### src/rtl/lyr_seq_pkg.sv
package lyr_seq_pkg;
    localparam int DIM_W = 8;

    typedef enum logic [2:0] {
        S_IDLE, S_LOAD, S_RUN, S_NEXT, S_DONE
    } seq_state_t;

    typedef enum logic [1:0] {
        EM_CONV_RELU = 2'd0,
        EM_POOL      = 2'd1,
        EM_CONV_LIN  = 2'd2
    } eng_mode_t;

    typedef struct packed {
        logic [DIM_W-1:0] n;
        logic [DIM_W-1:0] k;
        logic [DIM_W-1:0] p;
        logic [DIM_W-1:0] d;
    } layer_dim_t;
endpackage

### src/rtl/lyr_seq_regs.sv
module lyr_seq_regs
    import lyr_seq_pkg::*;
#(
    parameter int LAYERS = 7,
    parameter int CA_W   = 5
) (
    input  logic              clk,
    input  logic              rst_n,
    input  logic              cfg_we,
    input  logic [CA_W-1:0]   cfg_addr,
    input  logic [DIM_W-1:0]  cfg_wdata,
    output layer_dim_t        dims [LAYERS],
    output logic [LAYERS-1:0] pool_mask,
    output logic              start_req,
    output logic              irq_clr
);
    localparam logic [CA_W-1:0] POOL_A = CA_W'(4*LAYERS);
    localparam logic [CA_W-1:0] CTRL_A = CA_W'(4*LAYERS+1);

    for (genvar g = 0; g < LAYERS; g++) begin : g_lyr
        localparam logic [CA_W-1:0] BASE = CA_W'(4*g);
        always_ff @(posedge clk or negedge rst_n) begin
            if (!rst_n) begin
                dims[g] <= '0;
            end else if (cfg_we && cfg_addr[CA_W-1:2] == BASE[CA_W-1:2]) begin
                unique case (cfg_addr[1:0])
                    2'd0: dims[g].n <= cfg_wdata;
                    2'd1: dims[g].k <= cfg_wdata;
                    2'd2: dims[g].p <= cfg_wdata;
                    2'd3: dims[g].d <= cfg_wdata;
                endcase
            end
        end
    end

    always_ff @(posedge clk or negedge rst_n) begin
        if (!rst_n)
            pool_mask <= '0;
        else if (cfg_we && cfg_addr == POOL_A)
            pool_mask <= cfg_wdata[LAYERS-1:0];
    end

    assign start_req = cfg_we && (cfg_addr == CTRL_A) && cfg_wdata[0];
    assign irq_clr   = cfg_we && (cfg_addr == CTRL_A) && cfg_wdata[1];
endmodule

### src/rtl/lyr_seq_agen.sv
module lyr_seq_agen
    import lyr_seq_pkg::*;
#(
    parameter int IA_W = 16,
    parameter int WA_W = 17,
    parameter int BA_W = 10
) (
    input  logic            clk,
    input  logic            rst_n,
    input  logic            init,
    input  logic            load,
    input  logic            adv,
    input  logic            nxt,
    input  layer_dim_t      dim,
    input  logic            is_pool,
    output logic [IA_W-1:0] rd_addr,
    output logic [IA_W-1:0] wr_addr,
    output logic [WA_W-1:0] wt_addr,
    output logic [BA_W-1:0] bias_addr,
    output logic            last_out
);
    logic [DIM_W-1:0] n_r, m_r, d_r, col, row, ch;
    logic             pool_r;
    logic [IA_W-1:0]  plane, ord;
    logic [WA_W-1:0]  kkp, wt_off;
    logic [BA_W-1:0]  b_off;
    logic             col_end, row_end;

    assign col_end  = (col == m_r - DIM_W'(1));
    assign row_end  = (row == m_r - DIM_W'(1));
    assign last_out = col_end && row_end && (ch == d_r - DIM_W'(1));

    always_ff @(posedge clk or negedge rst_n) begin
        if (!rst_n) begin
            n_r <= '0; m_r <= '0; d_r <= '0; pool_r <= 1'b0;
            plane <= '0; kkp <= '0;
            col <= '0; row <= '0; ch <= '0; ord <= '0;
            wt_off <= '0; b_off <= '0;
        end else begin
            if (init) begin
                wt_off <= '0;
                b_off  <= '0;
            end
            if (load) begin
                n_r    <= dim.n;
                d_r    <= dim.d;
                pool_r <= is_pool;
                m_r    <= is_pool ? (dim.n >> 1) : (dim.n - dim.k + DIM_W'(1));
                plane  <= IA_W'(dim.n) * IA_W'(dim.n);
                kkp    <= WA_W'(dim.k) * WA_W'(dim.k) * WA_W'(dim.p);
                col <= '0; row <= '0; ch <= '0; ord <= '0;
            end
            if (adv) begin
                ord <= ord + IA_W'(1);
                if (col_end) begin
                    col <= '0;
                    if (row_end) begin
                        row <= '0;
                        ch  <= ch + DIM_W'(1);
                    end else begin
                        row <= row + DIM_W'(1);
                    end
                end else begin
                    col <= col + DIM_W'(1);
                end
            end
            if (nxt && !pool_r) begin
                wt_off <= wt_off + kkp * WA_W'(d_r);
                b_off  <= b_off + BA_W'(d_r);
            end
        end
    end

    assign rd_addr   = IA_W'(ch) * plane
                     + (IA_W'(row) << pool_r) * IA_W'(n_r)
                     + (IA_W'(col) << pool_r);
    assign wr_addr   = ord;
    assign wt_addr   = wt_off + WA_W'(ch) * kkp;
    assign bias_addr = b_off + BA_W'(ch);
endmodule

### src/rtl/lyr_seq_argmax.sv
module lyr_seq_argmax #(
    parameter int RW    = 16,
    parameter int CLS_W = 4
) (
    input  logic                 clk,
    input  logic                 rst_n,
    input  logic                 clr,
    input  logic                 valid,
    input  logic signed [RW-1:0] res,
    input  logic [CLS_W-1:0]     idx_in,
    output logic [CLS_W-1:0]     best_idx
);
    logic                 seen;
    logic signed [RW-1:0] best;

    always_ff @(posedge clk or negedge rst_n) begin
        if (!rst_n) begin
            seen     <= 1'b0;
            best     <= '0;
            best_idx <= '0;
        end else if (clr) begin
            seen     <= 1'b0;
            best_idx <= '0;
        end else if (valid && (!seen || res > best)) begin
            seen     <= 1'b1;
            best     <= res;
            best_idx <= idx_in;
        end
    end
endmodule

### src/rtl/lyr_seq_top.sv
module lyr_seq_top
    import lyr_seq_pkg::*;
#(
    parameter int LAYERS = 7,
    parameter int IA_W   = 16,
    parameter int WA_W   = 17,
    parameter int BA_W   = 10,
    parameter int RW     = 16,
    parameter int CNT_W  = 32,
    parameter int CLS_W  = 4,
    parameter int CA_W   = $clog2(4*LAYERS+2)
) (
    input  logic                 clk,
    input  logic                 rst_n,
    input  logic                 cfg_we,
    input  logic [CA_W-1:0]      cfg_addr,
    input  logic [DIM_W-1:0]     cfg_wdata,
    input  logic signed [RW-1:0] eng_result,
    output logic                 busy,
    output logic                 irq,
    output logic [CLS_W-1:0]     class_idx,
    output logic [CNT_W-1:0]     cycle_cnt,
    output logic                 out_valid,
    output logic [1:0]           eng_mode,
    output logic                 rd_buf_sel,
    output logic [IA_W-1:0]      rd_addr,
    output logic [IA_W-1:0]      wr_addr,
    output logic [WA_W-1:0]      wt_addr,
    output logic [BA_W-1:0]      bias_addr
);
    localparam int LY_W = $clog2(LAYERS);
    localparam logic [LY_W-1:0] LAST_L = LY_W'(LAYERS-1);

    seq_state_t        st_q, st_d;
    logic [LY_W-1:0]   lyr_q;
    layer_dim_t        dims [LAYERS];
    logic [LAYERS-1:0] pool_mask;
    logic              start_req, irq_clr, last_out, go;
    logic [CLS_W-1:0]  best_idx;

    assign go = start_req && (st_q == S_IDLE);

    lyr_seq_regs #(.LAYERS(LAYERS), .CA_W(CA_W)) u_regs (
        .clk, .rst_n, .cfg_we, .cfg_addr, .cfg_wdata,
        .dims, .pool_mask, .start_req, .irq_clr
    );

    lyr_seq_agen #(.IA_W(IA_W), .WA_W(WA_W), .BA_W(BA_W)) u_agen (
        .clk, .rst_n,
        .init(go), .load(st_q == S_LOAD), .adv(st_q == S_RUN), .nxt(st_q == S_NEXT),
        .dim(dims[lyr_q]), .is_pool(pool_mask[lyr_q]),
        .rd_addr, .wr_addr, .wt_addr, .bias_addr, .last_out
    );

    lyr_seq_argmax #(.RW(RW), .CLS_W(CLS_W)) u_amax (
        .clk, .rst_n, .clr(go),
        .valid(out_valid && lyr_q == LAST_L),
        .res(eng_result), .idx_in(wr_addr[CLS_W-1:0]), .best_idx
    );

    always_comb begin
        st_d = st_q;
        unique case (st_q)
            S_IDLE: if (go) st_d = S_LOAD;
            S_LOAD: st_d = S_RUN;
            S_RUN:  if (last_out) st_d = S_NEXT;
            S_NEXT: st_d = (lyr_q == LAST_L) ? S_DONE : S_LOAD;
            S_DONE: st_d = S_IDLE;
            default: st_d = S_IDLE;
        endcase
    end

    always_ff @(posedge clk or negedge rst_n) begin
        if (!rst_n) st_q <= S_IDLE;
        else        st_q <= st_d;
    end

    always_ff @(posedge clk or negedge rst_n) begin
        if (!rst_n) begin
            lyr_q     <= '0;
            cycle_cnt <= '0;
            irq       <= 1'b0;
            class_idx <= '0;
        end else begin
            if (go)
                lyr_q <= '0;
            else if (st_q == S_NEXT && lyr_q != LAST_L)
                lyr_q <= lyr_q + LY_W'(1);
            if (go)
                cycle_cnt <= '0;
            else if (st_q != S_IDLE)
                cycle_cnt <= cycle_cnt + CNT_W'(1);
            if (st_q == S_DONE) begin
                irq       <= 1'b1;
                class_idx <= best_idx;
            end else if (irq_clr) begin
                irq <= 1'b0;
            end
        end
    end

    always_comb begin
        busy       = (st_q != S_IDLE);
        out_valid  = (st_q == S_RUN);
        rd_buf_sel = lyr_q[0];
        if (pool_mask[lyr_q])
            eng_mode = EM_POOL;
        else if (lyr_q == LAST_L)
            eng_mode = EM_CONV_LIN;
        else
            eng_mode = EM_CONV_RELU;
    end
endmodule

### config.mk
export PLATFORM = sky130hd
export DESIGN_NAME = lyr_seq_top
export DESIGN_NICKNAME = d
export VERILOG_FILES = /design/src/rtl/lyr_seq_pkg.sv /design/src/rtl/lyr_seq_regs.sv /design/src/rtl/lyr_seq_agen.sv /design/src/rtl/lyr_seq_argmax.sv /design/src/rtl/lyr_seq_top.sv
export SDC_FILE = /design/constraint.sdc
export NUM_CORES = 2
export LEC_CHECK = 0
export ABC_CLOCK_PERIOD_IN_PS = 12700
export BUFFER_PORTS_ARGS = -buffer_cell sky130_fd_sc_hd__buf_2
export CORE_MARGIN = 4
export CORE_UTILIZATION = 55
export CTS_BUF_LIST = sky130_fd_sc_hd__clkbuf_8 sky130_fd_sc_hd__clkbuf_16
export DETAILED_ROUTE_END_ITERATION = 6
export GPL_TIMING_DRIVEN = 0
export PLACE_DENSITY = 0.83
export SLEW_MARGIN = 20
export SYNTH_ARGS = -nofsm -noshare
export SYNTH_HDL_FRONTEND = slang
export SYNTH_SLANG_ARGS = --single-unit
### constraint.sdc
create_clock -name clk -period 12.7 [get_ports clk]
set_input_delay 2.54 -clock clk [delete_from_list [all_inputs] [get_ports clk]]
set_output_delay 2.54 -clock clk [all_outputs]
set_load 0.05 [all_outputs]
==> flow_summary.toml <==
[timing]
fmax_mhz = 83.6
rsz0062_at_grt = "no"
skew_ns = 0.0198
slew_headroom = 0.164
finalCritPeriodShare = 0.942
period_minus_slack_ns = 11.96
setup_tns_ns = 0
maxSlewViolCount = 0
worst_pin_slew_ns = 1.25
setup_violations = 0
finalHoldViolations = 0

[finish]
n_antenna_cell = 0
layout_commonest_cell = "inv_1"
area_delta_synth_final_pct = 8.82
nNetsFinal = 4672
drive_gt1_frac = 0.138
final_cell_mix = "inv_1, nand2_1, dfrtp_1"

[detailed_routing]
drtIter0Drc = 2173
viasPerCell = 5.82
finalWirelength_mm = 97.4
ant_nets = 0
dr.pass1.iters = 5
routedWlPerCell_um = 19.9
post-route-drc-count = 0
vias = 28500

[worst_setup_path]
startpoint = "lyr_q[1]$_DFFE_PN0P_"
worst-path-buf-inv = 9
worst_setup_path_end_kind = "flip-flop"
cp_top_family = "adder cells"
worstPathRequired_ns = 13.21
critPathMaxStageDelay_ns = 0.70
cp_max_fo = 10
path_class = "flip-flop to flip-flop"
start_kind = "flip-flop"
worstReg2RegStart = "lyr_q[1]$_DFFE_PN0P_"
cp.arrival_ns = 12.47
crit_top_cell = "fa_1"
crit_slowest_cell = "buf_1"

[cts]
clkTransAtPathRegs_ns = 0.06
clock_path_buffers = 3
cts-htree-levels = 2
ctsResizeCount = 0
clk_latency_ns = 0.60
numClockSinks = 418
numCtsBuffers = 45
cts_tree = "built"
clockRootBuffer = "clkbuf_16"
postCtsHoldBufs = 0
cts_setup_buffers = 0

[global_route]
grt_pass1_wl_mm = 158
grt_overflow = 0
grt_pass1_vias = 30100
grt_max_degree = 100
antenna_found_initial = 2
grt_usage = 0.268

[placed_design]
portBuffers = 120
gp_congestion = 0.947
hpwl_mm = 74.8

[die]
placementRows = 96
die_area_um2 = 73200
die_y_um = 271
start_util = 0.554
fp.coreArea_um2 = 68500
die_w_um = 271
io_pins = 133

[logic_synthesis]
synth_cell_types = 72
ys_seq_area_frac = 0.276
yosys_warnings = 0
synth_area_um2 = 37900
yosys.area.top_type_share = 0.276
async_flop_share = 1.00
synth_edf_count = 0
synth_seq_cells = 418
synthFlopType = "dfrtp_1"
synth_cells = 3819
avgSynthCellArea_um2 = 9.93
synth.area.top_cells = "dfrtp_1, fa_1, ha_1"
yosysTopAreaCell = "dfrtp_1"

[job]
cap_viol_max_count = 0

[run_status]
status = "finished clean"

[hold_path]
hold_class = "flip-flop to flip-flop"
worstHoldStart = "u_agen.wr_addr[15]$_DFFE_PN0P_"
Yosys cell counts (all sizes together), types with 90 or more instances:
| cell | count |
|---|---|
| dfrtp | 418 |
| ha | 250 |
| nand3 | 90 |
| inv | 544 |
| o21ai | 186 |
| clkbuf | 151 |
| xnor2 | 124 |
| mux2 | 264 |
| nand2 | 423 |
| nor2 | 198 |
| and2 | 145 |
| fa | 399 |
kinds of logic (layout without fill, tap and decap cells):
| kind of cell | count (synthesis) | in the layout | share of synthesized area |
|---|---|---|---|
| other | 2 | 3 | 0.000198 |
| XOR/XNOR | 190 | 190 | 0.0446 |
| AO/OA/AOI/OAI | 423 | 423 | 0.0681 |
| AND/OR/NAND/NOR | 1057 | 1057 | 0.132 |
| buffers and inverters | 732 | 933 | 0.0743 |
| flip-flops | 418 | 418 | 0.276 |
| adder cells (fa/ha/maj) | 649 | 649 | 0.293 |
| multiplexers | 348 | 348 | 0.112 |
final cells by class:
cell class / count / area [um2]
Buffer: 187 / 771
Clock buffer: 53 / 1240
Multi-Input combinational cell: 2670 / 24700
Fill cell: 5415 / 27200
Clock inverter: 24 / 248
Inverter: 545 / 2050
Tap cell: 882 / 1100
Sequential cell: 418 / 10500
Timing Repair Buffer: 124 / 721
through the flow:
step / std cells / setup WS (ns) / hold slack, ns / cell area (um2) / util
6_report: 4903 / 0.742 / 0.490 / 41300 / 0.603
5_1_grt: 4903 / 0.289 / 0.515 / 41300 / 0.603
2_1_floorplan: 3820 / 2.74 / 0.450 / 37900 / -
3_3_place_gp: 4822 / 0.795 / 0.456 / 39600 / 0.579
3_5_place_dp: 4826 / 0.901 / 0.485 / 39800 / 0.581
4_1_cts: 4903 / 0.854 / 0.496 / 41300 / 0.603
worst reg2reg max path: cells and delay by family, from the launching register on:
kind	cells	cell delay, ns
xor+xnor	4	1.02
fa+ha+maj	9	4.19
compound gates	8	2.40
simple gates	5	0.95
buf+inv	9	2.69
flops	1	0.65
routing by layer:
| metal | vias up | wire length, um | share of wire | track usage |
|---|---|---|---|---|
| met5 | - | 26 | 0.00027 | 0 |
| met3 | 338 | 7440 | 0.076 | 0.0446 |
| met4 | 4 | 5450 | 0.056 | 0.133 |
| met1 | 14400 | 36900 | 0.38 | 0.336 |
| li1 | 12600 | - | - | - |
| met2 | 1139 | 47500 | 0.49 | 0.453 |
state kept, by name (all words and copies together) (netlist names), 10 cells and up:
name and flops:
u_agen.plane 14, u_agen.b_off 10, u_agen.kkp 17, u_agen.wr_addr 16, u_agen.wt_off 17, u_amax.best 16, cycle_cnt 32, u_regs.dims 224
final timing paths:
| check | cells after the start | end | slack, ns |
|---|---|---|---|
| worst max-delay path | 35 | u_agen.kkp[16]$_DFFE_PN0P_ | 0.74 |
| worst min-delay path | 1 | u_agen.wr_addr[15]$_DFFE_PN0P_ | 0.49 |
| worst max register to register | 35 | u_agen.kkp[16]$_DFFE_PN0P_ | 0.74 |
| worst min register to register | 1 | u_agen.wr_addr[15]$_DFFE_PN0P_ | 0.49 |
| max in group asynchronous | 3 | u_agen.b_off[1]$_DFFE_PN0P_ | 9.54 |
| min in group asynchronous | 1 | u_regs.dims[125]$_DFFE_PN0P_ | 1.83 |
Power is left out: the tool's default activity adds up to more than one toggle a clock period on the data nets, which glitch-free logic cannot reach.
